### src/rtl/sdc_pkg.sv
package sdc_pkg;
  localparam int NSRC   = 16;
  localparam int SRC_CC = 0;
  localparam int SRC_TC = 1;
  localparam logic [NSRC-1:0] NORMAL_MASK = 16'h003F;
  localparam logic [NSRC-1:0] ERROR_MASK  = 16'hFFC0;
  localparam logic [NSRC-1:0] ALL_SRC     = NORMAL_MASK | ERROR_MASK;

  typedef enum logic [1:0] {
    RSP_NONE = 2'd0, RSP_136 = 2'd1, RSP_48 = 2'd2, RSP_48_BUSY = 2'd3
  } rsp_t;

  typedef enum logic [2:0] {
    ST_IDLE, ST_WAIT, ST_ACTIVE, ST_RSTC, ST_RSTD
  } stage_t;

  typedef struct packed {
    logic       auto_stop;
    logic       abort;
    logic       multi;
    logic       data;
    rsp_t       rsp;
    logic [5:0] idx;
  } cmd_word_t;
endpackage

### src/rtl/sdc_issue_gate.sv
module sdc_issue_gate
  import sdc_pkg::*;
(
  input  logic [5:0] wr_idx,
  input  logic [1:0] wr_rsp,
  input  logic       wr_data,
  input  logic       wr_multi,
  input  logic       wr_abort,
  input  cmd_word_t  held,
  input  logic       cmd_inh,
  input  logic       dat_inh,
  output cmd_word_t  built,
  output logic       gate_ok,
  output logic       need_data
);
  logic wait_dat;

  always_comb begin
    built.idx       = wr_idx;
    built.rsp       = rsp_t'(wr_rsp);
    built.data      = wr_data;
    built.multi     = wr_multi;
    built.abort     = wr_abort;
    built.auto_stop = wr_data && wr_multi;
  end

  assign wait_dat  = (held.rsp == RSP_48_BUSY) && !held.abort;
  assign gate_ok   = !cmd_inh && !(wait_dat && dat_inh);
  assign need_data = held.data || (held.rsp == RSP_48_BUSY);
endmodule

### src/rtl/sdc_irq_regs.sv
module sdc_irq_regs
  import sdc_pkg::*;
(
  input  logic            clk,
  input  logic            rst,
  input  logic [NSRC-1:0] ev,
  input  logic            clr_we,
  input  logic [NSRC-1:0] clr_mask,
  input  logic            accept,
  input  logic            sig_clr,
  output logic [NSRC-1:0] sts,
  output logic [NSRC-1:0] sts_en,
  output logic [NSRC-1:0] sig_en,
  output logic            irq
);
  logic [NSRC-1:0] sts_n;

  always_comb begin
    sts_n = sts;
    if (accept) sts_n = sts_n & ~sts_en;
    if (clr_we) sts_n = sts_n & ~clr_mask;
    sts_n = sts_n | (ev & sts_en);
  end

  always_ff @(posedge clk) begin
    if (rst) begin
      sts    <= '0;
      sts_en <= '0;
      sig_en <= '0;
    end else begin
      sts <= sts_n;
      if (accept) begin
        sts_en <= ALL_SRC;
        sig_en <= ALL_SRC;
      end else if (sig_clr) begin
        sig_en <= '0;
      end
    end
  end

  assign irq = |(sts & sig_en);
endmodule

### src/rtl/sdc_stage_fsm.sv
module sdc_stage_fsm
  import sdc_pkg::*;
(
  input  logic            clk,
  input  logic            rst,
  input  logic            cmd_wr,
  input  logic            gate_ok,
  input  logic            need_data,
  input  logic [NSRC-1:0] ev,
  input  logic            rst_cmd_done,
  input  logic            rst_dat_done,
  output logic            accept,
  output logic            issue_fire,
  output logic            sig_clr,
  output logic            busy,
  output logic            busy_reject,
  output logic            req_done,
  output logic            req_err,
  output logic            rst_cmd_req,
  output logic            rst_dat_req
);
  stage_t state;
  logic   cmd_pend, data_pend, data_done;
  logic   err_hit, cc_now, tc_now, cmd_left, data_left, complete_ok;

  assign busy       = (state != ST_IDLE);
  assign accept     = cmd_wr && (state == ST_IDLE);
  assign issue_fire = (state == ST_WAIT) && gate_ok;
  assign err_hit    = (state == ST_ACTIVE) && |(ev & ERROR_MASK);
  assign cc_now     = cmd_pend && ev[SRC_CC];
  assign tc_now     = data_pend && ev[SRC_TC];
  assign cmd_left   = cmd_pend && !ev[SRC_CC];
  assign data_left  = data_pend && !data_done && !ev[SRC_TC];
  assign complete_ok = (state == ST_ACTIVE) && !err_hit &&
                       (cc_now || tc_now) && !cmd_left && !data_left;
  assign sig_clr    = complete_ok || ((state == ST_RSTD) && rst_dat_done);

  always_ff @(posedge clk) begin
    if (rst) begin
      state       <= ST_IDLE;
      cmd_pend    <= 1'b0;
      data_pend   <= 1'b0;
      data_done   <= 1'b0;
      busy_reject <= 1'b0;
      req_done    <= 1'b0;
      req_err     <= 1'b0;
      rst_cmd_req <= 1'b0;
      rst_dat_req <= 1'b0;
    end else begin
      busy_reject <= cmd_wr && busy;
      req_done    <= 1'b0;
      req_err     <= 1'b0;
      case (state)
        ST_IDLE: if (cmd_wr) state <= ST_WAIT;
        ST_WAIT: if (gate_ok) begin
          state     <= ST_ACTIVE;
          cmd_pend  <= 1'b1;
          data_pend <= need_data;
          data_done <= 1'b0;
        end
        ST_ACTIVE: begin
          if (err_hit) begin
            state       <= ST_RSTC;
            rst_cmd_req <= 1'b1;
          end else if (complete_ok) begin
            state     <= ST_IDLE;
            req_done  <= 1'b1;
            cmd_pend  <= 1'b0;
            data_pend <= 1'b0;
            data_done <= 1'b0;
          end else begin
            if (cc_now) cmd_pend  <= 1'b0;
            if (tc_now) data_done <= 1'b1;
          end
        end
        ST_RSTC: if (rst_cmd_done) begin
          rst_cmd_req <= 1'b0;
          rst_dat_req <= 1'b1;
          state       <= ST_RSTD;
        end
        ST_RSTD: if (rst_dat_done) begin
          rst_dat_req <= 1'b0;
          req_done    <= 1'b1;
          req_err     <= 1'b1;
          state       <= ST_IDLE;
          cmd_pend    <= 1'b0;
          data_pend   <= 1'b0;
          data_done   <= 1'b0;
        end
        default: state <= ST_IDLE;
      endcase
    end
  end
endmodule

### src/rtl/sdc_cmd_ctrl.sv
module sdc_cmd_ctrl
  import sdc_pkg::*;
#(
  parameter int ARG_W  = 32,
  parameter int BSZ_W  = 16,
  parameter int BCNT_W = 16
) (
  input  logic                    clk,
  input  logic                    rst,
  input  logic                    cmd_wr,
  input  logic [5:0]              cmd_idx,
  input  logic [1:0]              cmd_rsp,
  input  logic                    cmd_data,
  input  logic                    cmd_multi,
  input  logic                    cmd_abort,
  input  logic [ARG_W-1:0]        cmd_arg,
  input  logic [BSZ_W-1:0]        blk_size,
  input  logic [BCNT_W-1:0]       blk_cnt,
  input  logic                    cmd_inhibit,
  input  logic                    dat_inhibit,
  input  logic [NSRC-1:0]         ev_in,
  input  logic                    clr_we,
  input  logic [NSRC-1:0]         clr_mask,
  input  logic                    rst_cmd_done,
  input  logic                    rst_dat_done,
  output logic                    issue_valid,
  output logic [11:0]             issue_word,
  output logic [ARG_W-1:0]        issue_arg,
  output logic [BSZ_W+BCNT_W-1:0] issue_attr,
  output logic                    rst_cmd_req,
  output logic                    rst_dat_req,
  output logic [NSRC-1:0]         int_status,
  output logic [NSRC-1:0]         int_sts_en,
  output logic [NSRC-1:0]         int_sig_en,
  output logic                    irq,
  output logic                    busy,
  output logic                    busy_reject,
  output logic                    req_done,
  output logic                    req_err
);
  localparam int ATTR_W = BSZ_W + BCNT_W;

  cmd_word_t         hold_word, built_word;
  logic [ARG_W-1:0]  hold_arg;
  logic [ATTR_W-1:0] hold_attr;
  logic gate_ok, need_data, accept, issue_fire, sig_clr;

  sdc_issue_gate u_gate (
    .wr_idx(cmd_idx), .wr_rsp(cmd_rsp), .wr_data(cmd_data),
    .wr_multi(cmd_multi), .wr_abort(cmd_abort), .held(hold_word),
    .cmd_inh(cmd_inhibit), .dat_inh(dat_inhibit), .built(built_word),
    .gate_ok(gate_ok), .need_data(need_data)
  );

  sdc_stage_fsm u_fsm (
    .clk(clk), .rst(rst), .cmd_wr(cmd_wr), .gate_ok(gate_ok),
    .need_data(need_data), .ev(ev_in), .rst_cmd_done(rst_cmd_done),
    .rst_dat_done(rst_dat_done), .accept(accept), .issue_fire(issue_fire),
    .sig_clr(sig_clr), .busy(busy), .busy_reject(busy_reject),
    .req_done(req_done), .req_err(req_err), .rst_cmd_req(rst_cmd_req),
    .rst_dat_req(rst_dat_req)
  );

  sdc_irq_regs u_irq (
    .clk(clk), .rst(rst), .ev(ev_in), .clr_we(clr_we), .clr_mask(clr_mask),
    .accept(accept), .sig_clr(sig_clr), .sts(int_status),
    .sts_en(int_sts_en), .sig_en(int_sig_en), .irq(irq)
  );

  always_ff @(posedge clk) begin
    if (rst) begin
      hold_word   <= '0;
      hold_arg    <= '0;
      hold_attr   <= '0;
      issue_valid <= 1'b0;
      issue_word  <= '0;
      issue_arg   <= '0;
      issue_attr  <= '0;
    end else begin
      issue_valid <= issue_fire;
      if (accept) begin
        hold_word <= built_word;
        hold_arg  <= cmd_arg;
        hold_attr <= {blk_cnt, blk_size};
      end
      if (issue_fire) begin
        issue_word <= hold_word;
        issue_arg  <= hold_arg;
        issue_attr <= hold_attr;
      end
    end
  end
endmodule

### config.mk
export PLATFORM = sky130hd
export DESIGN_NAME = sdc_cmd_ctrl
export DESIGN_NICKNAME = d
export VERILOG_FILES = /design/src/rtl/sdc_pkg.sv /design/src/rtl/sdc_issue_gate.sv /design/src/rtl/sdc_irq_regs.sv /design/src/rtl/sdc_stage_fsm.sv /design/src/rtl/sdc_cmd_ctrl.sv
export SDC_FILE = /design/constraint.sdc
export NUM_CORES = 1
export LEC_CHECK = 0
export BUFFER_PORTS_ARGS = -buffer_cell sky130_fd_sc_hd__buf_2
export CORE_MARGIN = 10
export CORE_UTILIZATION = 55
export CTS_BUF_LIST = sky130_fd_sc_hd__clkbuf_8
export DETAILED_ROUTE_END_ITERATION = 16
export HOLD_SLACK_MARGIN = 0.05
export PLACE_DENSITY = 0.86
export SLEW_MARGIN = 5
export SYNTH_ARGS = -nofsm -noshare
export SYNTH_HDL_FRONTEND = slang
export SYNTH_SLANG_ARGS = --single-unit
### constraint.sdc
create_clock -name clk -period 2.8 [get_ports clk]
set_input_delay 0.14 -clock clk [delete_from_list [all_inputs] [get_ports clk]]
set_output_delay 0.14 -clock clk [all_outputs]
set_load 0.02 [all_outputs]
==> impl_metrics.toml <==
[worst_setup_path]
critPathKind = "register to register"
crit_path_start_kind = "register"
worstPathRequired_ns = 3.12
r2r_slack_ns = 0.18
crit_path_end_kind = "register"
cp_max_fo = 17
arrival_ns = 2.94

[clocking]
cts_tree = "yes"
htree_levels = 4
cts.sinks = 182
cts_buffer_depth = 2
cts_setup_buffers = 0
cts_buffers = 17
clk_pin_slew_ns = 0.10
cts-root-buf = "clkbuf_8"
worstSkewPairLatency_ns = 0.46

[global_route]
antenna_found_initial = 0
grt_max_degree = 97
grt_util_all_layers_pct = 25.0
grt_pass1_vias = 6810
grt.overflow.total = 0
grt_pass1_wl_um = 34200

[finish]
fin_nets = 1266
layout-drive-gt1-share_pct = 25.1
syn_to_final_growth_pct = 37.6
fillers = 779
layout.cells.non_filler = 1332
antenna_cells = 0

[power]
power.leakage_nw = 3.97
powerDensity_nw_per_um2 = 656
peakVddDrop_mv = 0.519

[timing]
relSlewSlack_pct = 59.7
tightest_slew_ns = 0.604
rsz0062_at_grt = "false"
hold_violations = 0
slew_violations = 0
clock.fmax_ghz = 0.382
finalSetupViolations = 0
setup_slack_ns = 0.181
finalCritPeriodShare_pct = 93.6
layout_min_cycle_time_ns = 2.62
tns_ns = 0
skew_ns = 0.0145

[die]
die_w_um = 131
rows = 40
core-area_um2 = 12100
ios = 247
die_h_um = 131
dieArea_um2 = 17200
initial_core_util_pct = 56.2

[routing]
vias = 7088
drt_iter0_markers = 632
wl_um = 22100
wire_per_inst_um = 16.6
drtAntennaViolNets = 0
drt_pass1_iterations = 5
drc = 0
avgViaCountPerCell = 5.32

[place]
hpwl_um = 12500
post-place-ws_ns = 0.535
port_buffers = 246
place_inst = 1190
place.gp.congestion = 0.854

[yosys]
synth.avg_cell_area_um2 = 7.89
netlist_area_um2 = 6780
synthFlopType = "dfxtp_1"
synth-async-reset-ratio_pct = 0
yosys_register_bits = 182
synthDistinctLibCells = 38
syn_inst = 859
synth_nets = 974
ys_seq_area_share_pct = 53.7
ys_warn_count = 0
synth_edf_count = 0

[min_path]
min_path_type = "input port to register"

[status]
outcome = "finished, final reports clean"

[run]
cap_violations = 0
## layer usage
layer	vias up	part of all wire [%]	track usage, %
met1	3255	37	28.3
li1	3371	-	-
met3	66	10	7.57
met4	0	2.8	10.3
met2	396	50	43.0
met5	-	0	0
## layout by cell type, fill, tap and decap left out, types with 2 or more instances in the layout
master         Yosys  routed
or4_1              2       2
nor2b_1            2       2
buf_2              5     245
dlygate4sd3_1      0     110
nand2_1          327     325
a21oi_1          160     160
nor4_1             6       6
nand2_2            0       2
a32oi_1           16      16
clkinvlp_4         0       4
or3_1              2       2
clkinv_4           0       2
buf_12             0       3
a211oi_1           4       4
clkbuf_8           0      18
buf_4             32       7
inv_1              4       6
nor3b_1            3       3
nor2_1            28      28
o21ai_0            4       4
inv_6              0       4
a31oi_1            3       3
nand3b_1           2       2
nand3_1            2       2
nor3_1             5       4
dfxtp_1          182     182
## where the power goes
| part | internal (mW) | switching, mW | leakage, nW |
|---|---|---|---|
| combinational | 0.546 | 0.939 | 2.30 |
| clock | 0.732 | 0.944 | 0.185 |
| sequential | 2.80 | 0.157 | 1.48 |
| total | 4.08 | 2.04 | 3.97 |
## cells in the mapped netlist, drive strengths merged (4+ instances only)
master / number / area (um^2)
nand2: 327 / 1230
dfxtp: 182 / 3640
a21oi: 160 / 801
clkbuf: 51 / 191
buf: 40 / 284
nor2: 28 / 105
a32oi: 16 / 140
nor3: 6 / 41.3
nor4: 6 / 37.5
a211oi: 4 / 30.0
inv: 4 / 15.0
nor3b: 4 / 41.3
o21ai: 4 / 20.0
## registers in the layout, indices dropped and copies added (netlist names), 3 cells and up
name,cells
hold_arg,32
hold_attr,32
issue_arg,32
issue_attr,32
u_irq.sts,16
hold_word,12
issue_word,12
u_fsm.state,3
## cells by family (layout without fill, tap and decap cells)
kind of cell    count (synthesis)  after routing  share of synthesized area, %
compound gates                192            192                          15.5
xor+xnor                        1              1                         0.129
buf+inv                        96            401                          7.36
flops                         182            182                          53.7
simple gates                  388            388                          23.2
## area by class of cell
class | instances | area [um^2] | share of cell area (%)
Inverter | 4 | 15.0 | 0.161
Clock buffer | 18 | 248 | 2.66
Multi-Input combinational cell | 581 | 2650 | 28.4
Timing Repair Buffer | 365 | 2440 | 26.2
Sequential cell | 182 | 3640 | 39.1
Tap cell | 168 | 210 | 2.25
Clock inverter | 14 | 125 | 1.34
## final timing paths
path	start	end	cells after the start
hold reg to reg	hold_attr[3]	issue_attr[3]	2
hold / removal	rst	issue_arg[18]	2
setup / recovery	u_fsm.state[0]	u_irq.sts[9]	6
setup reg to reg	u_fsm.state[0]	u_irq.sts[9]	6
## what timing repair did
action | 4_1_cts | 5_1_grt
hold buffers | 110 | 0
gates resized for setup | 0 | 1
endpoints found under the hold margin | 98 | 0
endpoints found under the setup margin | 0 | 16
## stage by stage
stage	util (%)	total power, mW	instance area (um^2)	hold WS [ns]
finish	77.3	6.12	9330	0.148
global route	77.3	6.42	9330	0.147
CTS	77.3	6.08	9320	0.121
detailed placement	65.1	4.29	7850	0.369
global placement	65.1	4.26	7850	0.362
floorplan	-	3.96	6780	0.255
## critical path, stage by stage (launching register included)
cell           delay [ns]
dfxtp_1              0.48
nor3_2               0.34
and2_2               0.23
nand2_1              0.37
a32oi_1              0.41
dlygate4sd3_1        0.62
nor2_1               0.05
No activity file was read; power rests on OpenSTA's default activity.
